$ cat src/rtl/tpin_pkg.sv
package tpin_pkg;
   localparam logic [2:0] FN_OFF     = 3'd0;
   localparam logic [2:0] FN_CAPTURE = 3'd1;
   localparam logic [2:0] FN_COMPARE = 3'd2;
   localparam logic [2:0] FN_PWM     = 3'd3;
   localparam logic [2:0] FN_GPIO    = 3'd4;

   localparam int FN_LSB    = 0;
   localparam int PCTL_LSB  = 4;
   localparam int IRQEN_BIT = 8;
   localparam int OD_BIT    = 9;
   localparam int EDGE_LSB  = 16;
   localparam int LEVEL_BIT = 8;
   localparam int FLAG_W    = 4;
   localparam int MIN_DATA_W = EDGE_LSB + 2;

   typedef struct packed {
      logic [1:0] edge_sel;
      logic       od;
      logic       irq_en;
      logic [1:0] pctl;
      logic [2:0] fn;
   } mode_t;
endpackage

$ cat src/rtl/tpin_sync.sv
module tpin_sync #(
   parameter int STAGES = 2
) (
   input  logic clk,
   input  logic rst_n,
   input  logic d,
   output logic q
);
   if (STAGES < 2) begin : g_bad_stages
      $error("tpin_sync: STAGES must be at least 2");
   end

   logic [STAGES-1:0] chain;

   for (genvar i = 0; i < STAGES; i++) begin : g_stage
      if (i == 0) begin : g_first
         always_ff @(posedge clk or negedge rst_n) begin
            if (!rst_n) chain[0] <= 1'b0;
            else        chain[0] <= d;
         end
      end else begin : g_next
         always_ff @(posedge clk or negedge rst_n) begin
            if (!rst_n) chain[i] <= 1'b0;
            else        chain[i] <= chain[i-1];
         end
      end
   end

   assign q = chain[STAGES-1];
endmodule

$ cat src/rtl/tpin_capture.sv
module tpin_capture #(
   parameter int NFLAG = 4
) (
   input  logic             clk,
   input  logic             rst_n,
   input  logic             level,
   input  logic             cap_en,
   input  logic [1:0]       edge_sel,
   input  logic             clr_we,
   input  logic [NFLAG-1:0] clr_mask,
   output logic [NFLAG-1:0] flags
);
   if (NFLAG < 2) begin : g_bad_nflag
      $error("tpin_capture: NFLAG must be at least 2");
   end

   logic prev_level;
   logic rise, fall, evt;
   logic [1:0] clr;
   logic evt_flag, miss_flag;

   // previous level runs in every mode so a mode change cannot fake an edge
   always_ff @(posedge clk or negedge rst_n) begin
      if (!rst_n) prev_level <= 1'b0;
      else        prev_level <= level;
   end

   assign rise = level & ~prev_level;
   assign fall = ~level & prev_level;
   assign evt  = cap_en & ((edge_sel[0] & rise) | (edge_sel[1] & fall));
   assign clr  = clr_we ? clr_mask[1:0] : 2'b00;

   always_ff @(posedge clk or negedge rst_n) begin
      if (!rst_n) begin
         evt_flag  <= 1'b0;
         miss_flag <= 1'b0;
      end else begin
         evt_flag  <= evt | (evt_flag & ~clr[0]);
         miss_flag <= (evt & evt_flag) | (miss_flag & ~clr[1]);
      end
   end

   assign flags[0] = evt_flag;
   assign flags[1] = miss_flag;
   for (genvar i = 2; i < NFLAG; i++) begin : g_spare
      assign flags[i] = 1'b0;
   end

   logic unused_clr;
   assign unused_clr = ^clr_mask;

   assert_flag_source_R8: assert property (@(posedge clk) disable iff (!rst_n)
      $rose(evt_flag) |-> $past(cap_en));
   assert_w1c_R10: assert property (@(posedge clk) disable iff (!rst_n)
      (clr_we && clr_mask[0] && !evt) |=> !evt_flag);
   assert_flag_hold_R11: assert property (@(posedge clk) disable iff (!rst_n)
      (evt_flag && !(clr_we && clr_mask[0])) |=> evt_flag);
endmodule

$ cat src/rtl/tpin_drive.sv
module tpin_drive #(
   parameter bit ALLOW_OPEN_DRAIN = 1'b1
) (
   input  logic       clk,
   input  logic       rst_n,
   input  logic [2:0] fn,
   input  logic [1:0] pctl,
   input  logic       od,
   output logic       pin_out,
   output logic       pin_oe
);
   import tpin_pkg::*;

   logic drive_en, drive_val, od_eff;

   assign drive_en  = (fn == FN_GPIO) && pctl[1];
   assign drive_val = pctl[0];

   if (ALLOW_OPEN_DRAIN) begin : g_od
      assign od_eff = od;
   end else begin : g_pp_only
      assign od_eff = 1'b0;
      logic unused_od;
      assign unused_od = od;
   end

   always_comb begin
      pin_oe  = 1'b0;
      pin_out = 1'b0;
      if (drive_en) begin
         if (od_eff) begin
            pin_oe = ~drive_val;
         end else begin
            pin_oe  = 1'b1;
            pin_out = drive_val;
         end
      end
   end

   assert_no_drive_R6: assert property (@(posedge clk) disable iff (!rst_n)
      (fn != FN_GPIO) |-> !pin_oe);
   assert_od_low_R5: assert property (@(posedge clk) disable iff (!rst_n)
      od_eff |-> !pin_out);
endmodule

$ cat src/rtl/tpin_ctrl.sv
module tpin_ctrl #(
   parameter int DATA_W      = 32,
   parameter int ADDR_W      = 2,
   parameter int SYNC_STAGES = 2,
   parameter int MODE_ADDR   = 0,
   parameter int STATUS_ADDR = 1,
   parameter bit ALLOW_OPEN_DRAIN = 1'b1
) (
   input  logic              clk,
   input  logic              rst_n,
   input  logic              bus_we,
   input  logic [ADDR_W-1:0] bus_addr,
   input  logic [DATA_W-1:0] bus_wdata,
   output logic [DATA_W-1:0] bus_rdata,
   input  logic              pin_in,
   output logic              pin_out,
   output logic              pin_oe,
   output logic              irq
);
   import tpin_pkg::*;

   localparam logic [ADDR_W-1:0] MODE_A   = ADDR_W'(MODE_ADDR);
   localparam logic [ADDR_W-1:0] STATUS_A = ADDR_W'(STATUS_ADDR);

   if (DATA_W < MIN_DATA_W) begin : g_bad_width
      $error("tpin_ctrl: DATA_W too small for the mode layout");
   end
   if (MODE_ADDR == STATUS_ADDR) begin : g_bad_addr
      $error("tpin_ctrl: register addresses must differ");
   end

   mode_t mode_q;
   logic  mode_we, stat_we;
   logic  level, cap_en;
   logic [FLAG_W-1:0] flags;

   assign mode_we = bus_we && (bus_addr == MODE_A);
   assign stat_we = bus_we && (bus_addr == STATUS_A);

   always_ff @(posedge clk or negedge rst_n) begin
      if (!rst_n) begin
         mode_q <= '0;
      end else if (mode_we) begin
         mode_q.fn       <= bus_wdata[FN_LSB +: 3];
         mode_q.pctl     <= bus_wdata[PCTL_LSB +: 2];
         mode_q.irq_en   <= bus_wdata[IRQEN_BIT];
         mode_q.od       <= bus_wdata[OD_BIT];
         mode_q.edge_sel <= bus_wdata[EDGE_LSB +: 2];
      end
   end

   tpin_sync #(.STAGES(SYNC_STAGES)) u_sync (
      .clk(clk), .rst_n(rst_n), .d(pin_in), .q(level));

   assign cap_en = (mode_q.fn == FN_CAPTURE) ||
                   ((mode_q.fn == FN_GPIO) && !mode_q.pctl[1]);

   tpin_capture #(.NFLAG(FLAG_W)) u_cap (
      .clk(clk), .rst_n(rst_n), .level(level), .cap_en(cap_en),
      .edge_sel(mode_q.edge_sel), .clr_we(stat_we),
      .clr_mask(bus_wdata[FLAG_W-1:0]), .flags(flags));

   tpin_drive #(.ALLOW_OPEN_DRAIN(ALLOW_OPEN_DRAIN)) u_drive (
      .clk(clk), .rst_n(rst_n), .fn(mode_q.fn), .pctl(mode_q.pctl),
      .od(mode_q.od), .pin_out(pin_out), .pin_oe(pin_oe));

   assign irq = mode_q.irq_en && (|flags);

   always_comb begin
      bus_rdata = '0;
      if (bus_addr == MODE_A) begin
         bus_rdata[FN_LSB +: 3]   = mode_q.fn;
         bus_rdata[PCTL_LSB +: 2] = mode_q.pctl;
         bus_rdata[IRQEN_BIT]     = mode_q.irq_en;
         bus_rdata[OD_BIT]        = mode_q.od;
         bus_rdata[EDGE_LSB +: 2] = mode_q.edge_sel;
      end else if (bus_addr == STATUS_A) begin
         bus_rdata[FLAG_W-1:0]    = flags;
         bus_rdata[LEVEL_BIT]     = level;
      end
   end

   logic unused_wdata;
   assign unused_wdata = ^bus_wdata;

   assert_irq_needs_flag_R11: assert property (@(posedge clk) disable iff (!rst_n)
      irq |-> (bus_rdata[IRQEN_BIT] || bus_addr != MODE_A));
endmodule

$ cat config.mk
export PLATFORM = sky130hd
export DESIGN_NAME = tpin_ctrl
export DESIGN_NICKNAME = d
export VERILOG_FILES = /design/src/rtl/tpin_pkg.sv /design/src/rtl/tpin_sync.sv /design/src/rtl/tpin_capture.sv /design/src/rtl/tpin_drive.sv /design/src/rtl/tpin_ctrl.sv
export SDC_FILE = /design/constraint.sdc
export NUM_CORES = 1
export LEC_CHECK = 0
export BUFFER_PORTS_ARGS = -buffer_cell sky130_fd_sc_hd__clkbuf_2
export CAP_MARGIN = 20
export CORE_MARGIN = 3
export CORE_UTILIZATION = 37
export CTS_CLUSTER_DIAMETER = 150
export DETAILED_ROUTE_END_ITERATION = 8
export PLACE_DENSITY_LB_ADDON = 0.25
export REMOVE_ABC_BUFFERS = 1
export SLEW_MARGIN = 20
export SYNTH_ARGS = -nofsm -noshare
export SYNTH_HDL_FRONTEND = slang
export SYNTH_SLANG_ARGS = --single-unit
export TNS_END_PERCENT = 5
$ cat constraint.sdc
create_clock -name clk -period 1.7 [get_ports clk]
set_input_delay 0.085 -clock clk [delete_from_list [all_inputs] [get_ports clk]]
set_output_delay 0.085 -clock clk [all_outputs]
set_load 0.02 [all_outputs]
Word level (Yosys, flattened, before mapping)
Cells that the tools add are included.
- flip-flop bits (word level): 14
- bits of input ports: 38
- output and inout port bits: 35
- logic and storage cells: 51
- equality and inequality tests: 3
- mux-type cells: 13
- bitwise operators: 16
- reductions and logical operators: 9
- operators by type and width (operator ; number):
    1-bit AND ; 8
    1-bit two-way mux ; 8
    2-bit two-way mux ; 4
    1-bit logical AND ; 5
    1-bit NOT ; 5
    3-bit by 1-bit == test with 1-bit output, second input constant ; 1
    3-bit == test, second input constant ; 1
    3-bit two-way mux ; 1
    1-bit OR ; 3
    2-bit by 1-bit == test with 1-bit output, second input constant ; 1
    2-bit logical NOT ; 1
    2-bit OR reduction ; 1
    1-bit logical NOT ; 1
    1-bit logical OR ; 1

Longest topological paths before layout
- depth after elaboration: 7
- depth in mapped cells: 5
- gate-level depth less buffers: 3

Modules after synthesis
Synthesis repeated with hierarchy kept, for this count alone.
- cells, all modules: 84
- area total of the unflattened synthesis: 939.7 um2
- modules (own cells, without submodules) (module ; instances ; cells each ; area an instance (um2) ; seq. area each (um2)):
    tpin_ctrl ; 1 ; 64 ; 705.7 ; 225.2
    tpin_capture ; 1 ; 15 ; 155.1 ; 75.1
    tpin_sync ; 1 ; 2 ; 50.0 ; 50.0
    tpin_drive ; 1 ; 3 ; 28.8 ; 0.0

Worst setup path before layout
OpenSTA, ideal clock, no wires.
- path kind: register -> register
- start: register mode_q[0] (netlist name)
- end: register u_cap.miss_flag
- setup time: 0.065 ns
- data arrival time: 1.166 ns
- required time: 1.635 ns
- path slack: 0.469 ns
- cell stages (with the launch flop): 4
- buffers on the path: 0
- clock period less this slack: 1.231 ns
- cell sequence: dfrtp_1 -> or3b_1 -> a221oi_2 -> a22o_1
- cells in the longest elaborated chain, start to end: 6
- elaborated cells on any way between the ends: 7
- classes of those cells: 2 x eq/ne; 3 x bitwise; 2 x reduce/logical
- ends and longest elaborated chain (item ; line ; text):
    3-bit == test ; tpin_ctrl.sv:56 ; ((mode_q.fn == FN_GPIO) && !mode_q.pctl[1]);
    1-bit logical AND ; tpin_ctrl.sv:56 ;
    1-bit logical OR * ; tpin_ctrl.sv:55 ; assign cap_en = (mode_q.fn == FN_CAPTURE) ||
    1-bit AND * ; tpin_capture.sv:30 ; assign evt = cap_en & ((edge_sel[0] & rise) | (edge_sel[1] & fall));
    1-bit AND * ; tpin_capture.sv:39 ; miss_flag <= (evt & evt_flag) | (miss_flag & ~clr[1]);
    1-bit OR * ; tpin_capture.sv:39 ;
    end signal: assignment ; tpin_capture.sv:39 ;
    end: declaration ; tpin_capture.sv:20 ; logic evt_flag, miss_flag;
Mark *: on every way between the ends. The rest lies on a longest branch, timed or not.
A chain may end at the register's enable or synchronous reset.

Worst setup path in the final report
- start: register mode_q[1] (netlist name)
- end: output port pin_out
- cells in the longest elaborated chain, start to end: 3
- ends and longest elaborated chain (item ; line ; text):
    3-bit == test ; tpin_drive.sv:16 ; assign drive_en = (fn == FN_GPIO) && pctl[1];
    1-bit logical AND ; tpin_drive.sv:16 ;
    1-bit two-way mux ; tpin_drive.sv:30 ; if (drive_en) begin
    end: declaration ; tpin_ctrl.sv:16 ; output logic pin_out,
Every way passes these cells.

==> results.ini <==
[status]
run_status=completed

[sta]
layout_worst_path_cycle_share=0.8367
final_critical_path_setup_slack_ns=0.2776
report.final.hold_viol_count=0
setup_viol=0
final.setup_skew_ns=0.0007928
grt_setup_unrepaired=no
finalSetupTns_ns=0
hold_ws_ns=0.03074
max_freq_mhz=703.0
finalWorstPathRequiredPeriod_ns=1.422
finalMaxSlewViolations=0

[placed_design]
finalWeightedCongestion=0.7001
buffer_ports.inserted=26
half_perimeter_wire_length_after_detailed_placement_um=1192
placement.setup.worst_slack_ns=0.3199
detailed_place.area_sq_um=904.6

[clocking]
worst_setup_hold_path_clk_slew_ns=0.08
cts_tree=done
cts_num_sinks=14
ctsLongestPathBuffers=2
cts_htree_levels=1
postCtsSetupRepairBufs=0
cts_inserted_buffers=3
ctsResizeCount=0
holdBufCountCts=2
clockRootBuffer=sky130_fd_sc_hd__clkbuf_4
clkLatencyLatePin_ns=0.28

[critical_path]
critical_path_peak_fanout=4
worstPathArrival_ns=1.34
timing.critical_path.from_type=flip-flop
criticalPathCategory=reg -> out
timing.critical_path.to_type=primary output
cp_data_required_time_ns=1.62

[die]
io_pins=73
fp.coreArea_sq_um=2062
chipWidth_um=53.81
die_area_sq_um=2896
initial_core_utilization=0.4102
chipHeight_um=53.81
row_count=16

[power_and_ir_drop]
power.total_uw=982.3
irDropWorstVdd_v=0.0006581
power-per-cell-area_nw_per_um2=1022
total_leakage_power_nw=0.5001

[drt]
drtAntennaViolNets=0
routedWlPerCell_um=11.07
vias=597
drtPass1Iterations=4
route.detailed.vias_per_inst=4.455
drcViolationCount=0
detail_route.wirelength_um=1483
drt_iter0_drc=3

[layout]
sequential_cell_area_sq_um=350.3
multi_input_comb_area_sq_um=390.4
filler_cell_count=208
antenna_diode_count=0
nets=146
final_layout_size_suffix_gt1_frac=0.3832
finish.instance_area_sq_um=960.9
layout-area-overhead-vs-synth_pct=13.61

[run]
drv.max_cap_violation_count=0

[min_path]
type_of_the_tightest_min_delay_check=in -> reg

[grt]
number_of_antenna_violations_at_the_first_check_in_global_routing=0
grt_use_total=0.1172
vias_in_the_first_global_route=499
grt_first_pass_wirelength_um=2249
globalRouteOverflowTotal=0
maximum_number_of_pins_on_one_net_before_global_route_repair=15

[synthesis]
post_synthesis_instance_total=78
yosys_warnings=0
yosysSeqAreaShare=0.4142
synth.avg_cell_area_sq_um=10.84
netlist_area_sq_um=845.8
synth-seq-cells=14
post_synth_num_cell_types=20

==> stage by stage <==
| stage | utilization | cells |
|---|---|---|
| after floorplan | - | 75 |
| after global placement | 0.4387 | 128 |
| after detailed placement | 0.4387 | 128 |
| after CTS | 0.4660 | 134 |
| after global routing | 0.4660 | 134 |
| final | 0.4660 | 134 |
==> sequential cells by signal, indices dropped and copies added, names as in the netlist <==
signal	cells
mode_q	9
u_cap.evt_flag	1
u_cap.miss_flag	1
u_cap.prev_level	1
u_sync.chain	1
u_sync.q	1
==> kinds of logic after synthesis <==
kind of cell / after synthesis / synth area share
simple gates: 21 / 0.1524
compound gates: 5 / 0.05177
flops: 14 / 0.4142
mux: 12 / 0.1553
other cells: 1 / 0.004434
buf+inv: 25 / 0.2219
==> layout by cell type (no fill, tap or decap) <==
master and count:
sky130_fd_sc_hd__clkbuf_2 26, sky130_fd_sc_hd__nor2_1 4, sky130_fd_sc_hd__dfrtp_1 14, sky130_fd_sc_hd__nand3_1 1, sky130_fd_sc_hd__nor2_4 1, sky130_fd_sc_hd__o21a_1 1
sky130_fd_sc_hd__clkbuf_8 1, sky130_fd_sc_hd__a221oi_2 1, sky130_fd_sc_hd__clkbuf_4 3, sky130_fd_sc_hd__dlygate4sd3_1 2, sky130_fd_sc_hd__mux2_2 9, sky130_fd_sc_hd__conb_1 23
sky130_fd_sc_hd__nand2_1 2, sky130_fd_sc_hd__or3b_1 1, sky130_fd_sc_hd__mux2i_1 3, sky130_fd_sc_hd__a21oi_1 1, sky130_fd_sc_hd__and2_1 7, sky130_fd_sc_hd__nor3b_1 1
sky130_fd_sc_hd__nand2b_1 1, sky130_fd_sc_hd__a22o_1 1, sky130_fd_sc_hd__and3b_1 1, sky130_fd_sc_hd__a21o_1 1, sky130_fd_sc_hd__nand3b_1 2
==> cell type report <==
| cell class | count | area share |
|---|---|---|
| clock buffer | 4 | 0.03776 |
| multi-input combinational | 61 | 0.4062 |
| sequential | 14 | 0.3646 |
| tap | 27 | 0.03516 |
| timing repair buffer | 28 | 0.1562 |
==> synth_stat cells <==
library cell	n	area [sq um]
sky130_fd_sc_hd__a21o_1	1	7.510
sky130_fd_sc_hd__and3b_1	1	8.760
sky130_fd_sc_hd__nand2_1	2	7.510
sky130_fd_sc_hd__and2_1	7	43.79
sky130_fd_sc_hd__a21oi_1	1	5.000
sky130_fd_sc_hd__mux2i_1	3	30.03
sky130_fd_sc_hd__o21a_1	1	7.510
sky130_fd_sc_hd__nor3b_1	1	7.510
sky130_fd_sc_hd__nand2b_1	1	6.260
sky130_fd_sc_hd__nand3b_1	2	15.01
sky130_fd_sc_hd__nor2_1	4	15.01
sky130_fd_sc_hd__nand3_1	1	5.000
sky130_fd_sc_hd__mux2_2	9	101.4
sky130_fd_sc_hd__or3b_1	1	8.760
sky130_fd_sc_hd__buf_4	25	187.7
sky130_fd_sc_hd__a22o_1	1	8.760
sky130_fd_sc_hd__conb_1	1	3.750
sky130_fd_sc_hd__nor2_4	1	11.26
sky130_fd_sc_hd__dfrtp_1	14	350.3
sky130_fd_sc_hd__a221oi_2	1	15.01
==> power breakdown <==
| part | total, mW | switching (mW) | internal (mW) |
|---|---|---|---|
| combinational | 0.279 | 0.159 | 0.120 |
| clock | 0.238 | 0.108 | 0.130 |
| sequential | 0.465 | 0.0640 | 0.401 |
==> path summary, 6_finish.rpt <==
path                                           startpoint                        end  slack [ns]  cells past startpoint
worst min-delay path                         bus_wdata[4]      mode_q[3]$_DFFE_PN0P_        0.03                      2
min in group asynchronous                           rst_n      mode_q[1]$_DFFE_PN0P_        0.24                      2
worst min register to register  u_sync.chain[0]$_DFF_PN0_         u_sync.q$_DFF_PN0_        0.37                      0
worst max-delay path                mode_q[1]$_DFFE_PN0P_                    pin_out        0.28                      4
worst max register to register      mode_q[0]$_DFFE_PN0P_  u_cap.miss_flag$_DFF_PN0_        0.37                      3
max in group asynchronous                           rst_n      mode_q[7]$_DFFE_PN0P_        1.21                      2
==> layer usage <==
metal	up-vias	share of wire	global-route usage
met3	4	0.11	0.05263
met5	-	0	0
li1	274	-	-
met2	36	0.47	0.1895
met4	0	0.018	0.06383
met1	283	0.40	0.1269
==> critical path, cell delays in order (launching register included) <==
cell,delay (ns)
sky130_fd_sc_hd__dfrtp_1,0.43
sky130_fd_sc_hd__nor2_1,0.12
sky130_fd_sc_hd__nand3_1,0.12
sky130_fd_sc_hd__nor3b_1,0.20
sky130_fd_sc_hd__clkbuf_2,0.20
(Power assumes the default switching activity.)
